$ cat src/rtl/tfd_pkg.sv
package tfd_pkg;
  localparam int unsigned TFD_DEF_PORTS  = 4;
  localparam int unsigned TFD_DEF_LEVELS = 16;
endpackage

$ cat src/rtl/tfd_rr_arbiter.sv
module tfd_rr_arbiter #(
  parameter int unsigned N = 4
) (
  input  logic         clk,
  input  logic         rst_n,
  input  logic [N-1:0] req,
  output logic [N-1:0] gnt
);
  localparam int unsigned IW = (N > 1) ? $clog2(N) : 1;

  logic [IW-1:0] ptr_q, ptr_d;
  logic          ptr_en;

  always_comb begin
    logic        found;
    int unsigned idx;
    gnt    = '0;
    found  = 1'b0;
    ptr_d  = ptr_q;
    for (int unsigned k = 0; k < N; k++) begin
      idx = (int'(ptr_q) + k) % N;
      if (!found && req[idx]) begin
        found    = 1'b1;
        gnt[idx] = 1'b1;
        ptr_d    = IW'((idx + 1) % N);
      end
    end
    ptr_en = found;
  end

  always_ff @(posedge clk or negedge rst_n) begin
    if (!rst_n)      ptr_q <= '0;
    else if (ptr_en) ptr_q <= ptr_d;
  end
endmodule

$ cat src/rtl/tfd_prio_enc.sv
module tfd_prio_enc #(
  parameter int unsigned W = 16
) (
  input  logic [W-1:0]         vec,
  output logic                 any,
  output logic [$clog2(W)-1:0] top
);
  always_comb begin
    any = 1'b0;
    top = '0;
    for (int unsigned i = 0; i < W; i++) begin
      if (vec[i]) begin
        any = 1'b1;
        top = ($clog2(W))'(i);
      end
    end
  end
endmodule

$ cat src/rtl/tfd_flag_bank.sv
module tfd_flag_bank #(
  parameter int unsigned W = 16
) (
  input  logic         clk,
  input  logic         rst_n,
  input  logic [W-1:0] clr_mask,
  input  logic [W-1:0] set_mask,
  input  logic         set_all,
  output logic [W-1:0] flags
);
  logic [W-1:0] flags_q, flags_d;

  // clear first, then set: a same-cycle post wins over a fetch
  always_comb begin
    if (set_all) flags_d = '1;
    else         flags_d = (flags_q & ~clr_mask) | set_mask;
  end

  always_ff @(posedge clk or negedge rst_n) begin
    if (!rst_n) flags_q <= '0;
    else        flags_q <= flags_d;
  end

  assign flags = flags_q;
endmodule

$ cat src/rtl/tfd_dispatch.sv
module tfd_dispatch #(
  parameter int unsigned NUM_PORTS  = tfd_pkg::TFD_DEF_PORTS,
  parameter int unsigned NUM_LEVELS = tfd_pkg::TFD_DEF_LEVELS,
  localparam int unsigned LW = $clog2(NUM_LEVELS),
  localparam int unsigned PW = (NUM_PORTS > 1) ? $clog2(NUM_PORTS) : 1
) (
  input  logic                      clk,
  input  logic                      rst_n,
  input  logic [NUM_PORTS-1:0]      post_valid,
  input  logic [NUM_PORTS*LW-1:0]   post_level,
  input  logic [NUM_PORTS-1:0]      fetch_req,
  output logic [NUM_PORTS-1:0]      fetch_gnt,
  input  logic                      set_all,
  output logic                      rsp_valid,
  output logic                      rsp_hit,
  output logic [LW-1:0]             rsp_level,
  output logic [PW-1:0]             rsp_port,
  output logic [NUM_LEVELS-1:0]     pending
);
  logic [NUM_LEVELS-1:0] port_mask [NUM_PORTS];
  logic [NUM_LEVELS-1:0] set_mask, clr_mask;
  logic                  enc_any;
  logic [LW-1:0]         enc_top;
  logic                  any_gnt;
  logic [PW-1:0]         gnt_idx;

  // per-port post decode
  for (genvar p = 0; p < NUM_PORTS; p++) begin : g_post
    always_comb begin
      port_mask[p] = '0;
      if (post_valid[p]) port_mask[p][post_level[p*LW +: LW]] = 1'b1;
    end
  end

  always_comb begin
    set_mask = '0;
    for (int unsigned p = 0; p < NUM_PORTS; p++) set_mask = set_mask | port_mask[p];
  end

  tfd_rr_arbiter #(.N(NUM_PORTS)) u_arb (
    .clk (clk),
    .rst_n (rst_n),
    .req (fetch_req),
    .gnt (fetch_gnt)
  );

  tfd_prio_enc #(.W(NUM_LEVELS)) u_enc (
    .vec (pending),
    .any (enc_any),
    .top (enc_top)
  );

  always_comb begin
    any_gnt = |fetch_gnt;
    gnt_idx = '0;
    for (int unsigned p = 0; p < NUM_PORTS; p++)
      if (fetch_gnt[p]) gnt_idx = PW'(p);
    clr_mask = '0;
    if (any_gnt && enc_any) clr_mask[enc_top] = 1'b1;
  end

  tfd_flag_bank #(.W(NUM_LEVELS)) u_bank (
    .clk (clk),
    .rst_n (rst_n),
    .clr_mask (clr_mask),
    .set_mask (set_mask),
    .set_all (set_all),
    .flags (pending)
  );

  // response register
  logic          rv_q, rh_q, rh_d;
  logic [LW-1:0] rl_q, rl_d;
  logic [PW-1:0] rp_q;

  always_comb begin
    rh_d = enc_any;
    rl_d = enc_any ? enc_top : '0;
  end

  always_ff @(posedge clk or negedge rst_n) begin
    if (!rst_n) rv_q <= 1'b0;
    else        rv_q <= any_gnt;
  end

  always_ff @(posedge clk or negedge rst_n) begin
    if (!rst_n) begin
      rh_q <= 1'b0;
      rl_q <= '0;
      rp_q <= '0;
    end else if (any_gnt) begin
      rh_q <= rh_d;
      rl_q <= rl_d;
      rp_q <= gnt_idx;
    end
  end

  assign rsp_valid = rv_q;
  assign rsp_hit   = rh_q;
  assign rsp_level = rl_q;
  assign rsp_port  = rp_q;
endmodule

$ cat config.mk
export PLATFORM = sky130hd
export DESIGN_NAME = tfd_dispatch
export DESIGN_NICKNAME = d
export VERILOG_FILES = /design/src/rtl/tfd_pkg.sv /design/src/rtl/tfd_rr_arbiter.sv /design/src/rtl/tfd_prio_enc.sv /design/src/rtl/tfd_flag_bank.sv /design/src/rtl/tfd_dispatch.sv
export SDC_FILE = /design/constraint.sdc
export NUM_CORES = 1
export LEC_CHECK = 0
export CAP_MARGIN = 20
export CORE_MARGIN = 4
export CORE_UTILIZATION = 34
export DETAILED_ROUTE_END_ITERATION = 10
export DONT_BUFFER_PORTS = 1
export GPL_TIMING_DRIVEN = 0
export PLACE_DENSITY = 0.61
export SETUP_SLACK_MARGIN = 0.1
export SLEW_MARGIN = 0
export SYNTH_ARGS = -nofsm -noshare
export SYNTH_HDL_FRONTEND = slang
export SYNTH_HIERARCHICAL = 1
export SYNTH_SLANG_ARGS = --single-unit
export TNS_END_PERCENT = 100
$ cat constraint.sdc
create_clock -name clk -period 2.9 [get_ports clk]
set_input_delay 0.58 -clock clk [delete_from_list [all_inputs] [get_ports clk]]
set_output_delay 0.58 -clock clk [all_outputs]
set_load 0.005 [all_outputs]
==> run summary <==
The flow ran to the end, but the final reports show violations. The final reports fail on negative setup slack. After synthesis, flip-flops and latches occupy 29.3% of the total area.

A synthesized cell averages 8.07 sq um. The predominant post-synthesis flop cell is sky130_fd_sc_hd__dfrtp_1. IR analysis of the VDD net gives a maximum drop of 0.729 mV.

The switching power share of the total is 43.3%. The number of remaining DRC errors is 0. The routed layout has 2,137 vias. The routed length on met2 is 2830 microns. The number of rows in the core area is 29. The worst clock skew is 0.00273 ns. The standard cell core area is 0.00635 sq mm. The final setup violation count is 8.

The max-slew violation count is 0. The number of storage elements in the synthesis netlist is 26. The source-to-sink clock delay at the later pin of the worst-skew pair is 0.27 ns. The clock sink count came out at 26. The synthesized area is 0.00222 sq mm. After detailed placement, the total cell area comes to 0.00238 sq mm.

Setup repair after global routing could not meet its margin everywhere. By area, the combinational part of the netlist is dominated by simple AND/OR/NAND/NOR gates. The maximum buffer depth of the clock tree is 2. Wires add up to 6080 microns. The CTS tree is done. The DRC violation total after the first TritonRoute iteration is 195.

The die extent in y is 88.8 microns. For the worst setup path, the data required time is 2.32 ns. The combinational cell fraction of total power came out at 65.8%.

Entering global routing, the biggest net connects 27 pins. The worst hold path belongs to the class input pin to async pin. The final weighted congestion in routability-driven placement came out at 0.839.

The area share of xor/xnor cells in the synthesized design came out at 0.395%. The synthesized netlist devotes 21.1% of its cell area to compound gates. The overall power of the completed layout is 2.35 mW. For this design the static power due to leakage is 1.11 nW. The adder and majority gate portion of the synthesized area came out at 2.82%.

Detailed routing placed a total of 472 microns of wire on met3. The final layout net count came out at 326. 55 I/O pins were placed. The total net switching power came out at 1.02 mW. The final antenna diode count came out at 0. The remaining antenna violation count after routing is 0. The clock transition at the register clock pins on the worst setup and hold paths after CTS is 0.09 ns. The multiplexer fraction of the synthesized cell area is 5.13%. The placed wire-length estimate after detailed placement came out at 4600 microns. The highest achievable clock rate is 340 MHz. The internal power contribution came out at 1.33 mW. The number of enable flip-flop cells after synthesis is 0.

The final worst-path cycle share came out at 101%. The Yosys warning count is 6. The layout overhead on the synthesized area came out at 20.6%. Across all setup checks in the final design, the least slack found is -0.0408 ns. The post-route netlist has 19.5% of its cells at a drive strength greater than 1. When the netlist entered floorplanning its net count stood at 307. In this run the top signal layer used is met4.

Per report_power, the clock group accounts for 12.7% of the total. The post-detailed-route wirelength per cell is 16.4 microns. The effective utilization at floorplan came out at 35.0%. After filler insertion, the fill cell instance count of the layout stands at 634. The number of global-route vias before repair was 2,069. The category of the worst setup path launch point is a flop. The relative slew slack came out at 51.4%.

The endpoint kind of the worst setup timing path is an output port. The tree is rooted in a sky130_fd_sc_hd__clkbuf_8. The die boundary width came out at 88.8 microns. The sequential cell fraction of total power is 21.5%. Global routing consumed, over all layers together, 15.7% of the routing resources. CTS built an H-tree with a depth of 1. Adding up every negative setup slack in the final design gives -0.0966 ns. The number of unique standard cell types used by synthesis came out at 49. The depth of the worst register-to-register path is 11. The final hold violation count is 0. The die outline area came out at 0.00789 sq mm. The tightest hold path in the finished design has a slack of 0.114 ns. The summed area of non-filler cells in the final layout came out at 0.00268 sq mm. The number of buffers created by CTS came out at 3. The met1 layer wirelength in the final routing is 2710 microns. The share of synthesized flip-flops with an asynchronous set or reset is 100%. The instance count of the mapped netlist is 275. The initial antenna violation count is 0. The number of buffers inserted by port buffering came out at 0. The total overflow left after global routing is 0. The actual slew at the worst max-slew pin is 0.729 ns. Before antenna repair, the detailed router went through 4 iterations. The power density relative to cell area is 879 mW/mm^2. The critical setup path kind is flop to output port. The first-pass GRT wire length came out at 9890 microns. The shortest clock period the worst path allows after layout came out at 2.94 ns. The highest net fanout along the worst path is 8. Dividing the detail-routed via count by the number of cells gives 5.78. After Yosys synthesis, and, or, nand and nor cells account for 34.8% of the synthesized area.

Across the run, the number of max-cap violations was 0. Data arrives at the worst endpoint at 2.36 ns.
-- logic make-up (layout without fill, tap and decap cells) --
kind of cell | after synthesis | count (layout)
and+or+nand+nor | 140 | 141
AOI/OAI and AO/OA | 66 | 66
buffers and inverters | 31 | 48
DFF | 26 | 26
muxes | 6 | 6
adders and majority gates | 5 | 5
xor gates and xnor gates | 1 | 1
-- worst paths after layout --
path	slack (ns)	to	start
max in group asynchronous	2.64	u_bank/flags[5]	rst_n
max	-0.04	fetch_gnt[3]	u_arb/ptr_q[1]
max reg2reg	-0.01	u_bank/flags[1]	u_arb/ptr_q[1]
min in group clk	0.50	rsp_level[0]	rsp_level[0]
min reg2reg	0.50	rsp_level[0]	rsp_level[0]
min	0.11	u_bank/flags[8]	rst_n
-- layout by cell type (no fill, tap or decap), types with 4 or more instances in the layout --
cell type	count
sky130_fd_sc_hd__clkbuf_8	4
sky130_fd_sc_hd__nor4_1	6
sky130_fd_sc_hd__clkbuf_1	4
sky130_fd_sc_hd__nor2_1	41
sky130_fd_sc_hd__nor2b_1	9
sky130_fd_sc_hd__nand3b_1	8
sky130_fd_sc_hd__a22oi_1	6
sky130_fd_sc_hd__nand2_1	25
sky130_fd_sc_hd__dfrtp_1	26
sky130_fd_sc_hd__and3_1	5
sky130_fd_sc_hd__o21ai_1	16
sky130_fd_sc_hd__a221oi_2	4
sky130_fd_sc_hd__ha_1	4
sky130_fd_sc_hd__a221o_1	7
sky130_fd_sc_hd__o22ai_1	9
sky130_fd_sc_hd__nand2b_1	9
sky130_fd_sc_hd__nor3_2	6
sky130_fd_sc_hd__nand3_1	6
sky130_fd_sc_hd__buf_4	10
sky130_fd_sc_hd__buf_6	5
sky130_fd_sc_hd__inv_1	19
-- cell usage after synthesis, types with 6 or more instances --
master / instances / area (sq um)
sky130_fd_sc_hd__a221o_1: 7 / 70.1
sky130_fd_sc_hd__a22oi_1: 6 / 45.0
sky130_fd_sc_hd__dfrtp_1: 26 / 651
sky130_fd_sc_hd__inv_1: 21 / 78.8
sky130_fd_sc_hd__nand2_1: 26 / 97.6
sky130_fd_sc_hd__nand2b_1: 9 / 56.3
sky130_fd_sc_hd__nand3_1: 9 / 45.0
sky130_fd_sc_hd__nand3b_1: 8 / 60.1
sky130_fd_sc_hd__nor2_1: 42 / 158
sky130_fd_sc_hd__nor2b_1: 9 / 56.3
sky130_fd_sc_hd__nor3_1: 8 / 40.0
sky130_fd_sc_hd__nor4_1: 8 / 50.1
sky130_fd_sc_hd__o21ai_0: 8 / 40.0
sky130_fd_sc_hd__o21ai_1: 14 / 70.1
sky130_fd_sc_hd__o22ai_1: 9 / 56.3
-- what timing repair did --
action / CTS / global route
pin swaps: 24 / 4
buffers inserted: 10 / 2
endpoints found under the hold margin: 26 / 0
gates cloned: 1 / 0
endpoints found under the setup margin: 26 / 26
hold buffers: 1 / 0
resized for setup: 19 / 2
-- through the flow --
step	util, %	cells	worst slack [ns]
floorplan	-	275	0.0593
global placement	37.5	352	-0.224
detailed placement	37.5	352	-0.225
CTS	41.8	368	-0.0230
global route	42.2	370	-0.169
finish	42.2	370	-0.0408
-- area by class of cell --
class                           instances  area [sq um]  area share (%)
Multi-Input combinational cell        219          1580            59.2
Sequential cell                        26           651            24.3
Timing Repair Buffer                   13           118            4.39
Tap cell                               77          96.3            3.60
Inverter                               22          90.1            3.36
Buffer                                  9          67.6            2.52
Clock buffer                            3          41.3            1.54
Clock inverter                          1          30.0            1.12
-- power by group through the flow --
stage | combinational, mW | sequential, mW | clock [mW]
after detailed placement | 1.23 | 0.525 | 0
after floorplan | 1.05 | 0.505 | 0
after global routing | 1.70 | 0.521 | 0.318
after global placement | 1.22 | 0.523 | 0
final | 1.55 | 0.506 | 0.298
after CTS | 1.51 | 0.509 | 0.306
-- worst max-delay path, stage by stage, from the launching register on --
cell                       delay (ns)
sky130_fd_sc_hd__dfrtp_1         0.37
sky130_fd_sc_hd__clkbuf_8        0.14
sky130_fd_sc_hd__inv_4           0.03
sky130_fd_sc_hd__ha_4            0.26
sky130_fd_sc_hd__mux4_2          0.64
sky130_fd_sc_hd__nor2b_4         0.25
sky130_fd_sc_hd__a221oi_2        0.10
sky130_fd_sc_hd__o21ai_2         0.29
-- sequential cells by signal (all words and copies together), names as in the netlist --
signal,count
rsp_port,2
u_bank/flags,16
u_arb/ptr_q,2
rsp_level,4
rsp_hit,1
rsp_valid,1
-- routing by layer --
| layer | global-route usage (%) | up-vias |
|---|---|---|
| li1 | - | 1060 |
| met2 | 25.4 | 72 |
| met3 | 2.89 | 6 |
| met1 | 21.8 | 999 |
| met5 | 0 | - |
| met4 | 3.43 | 0 |
(Power assumes the default switching activity.)
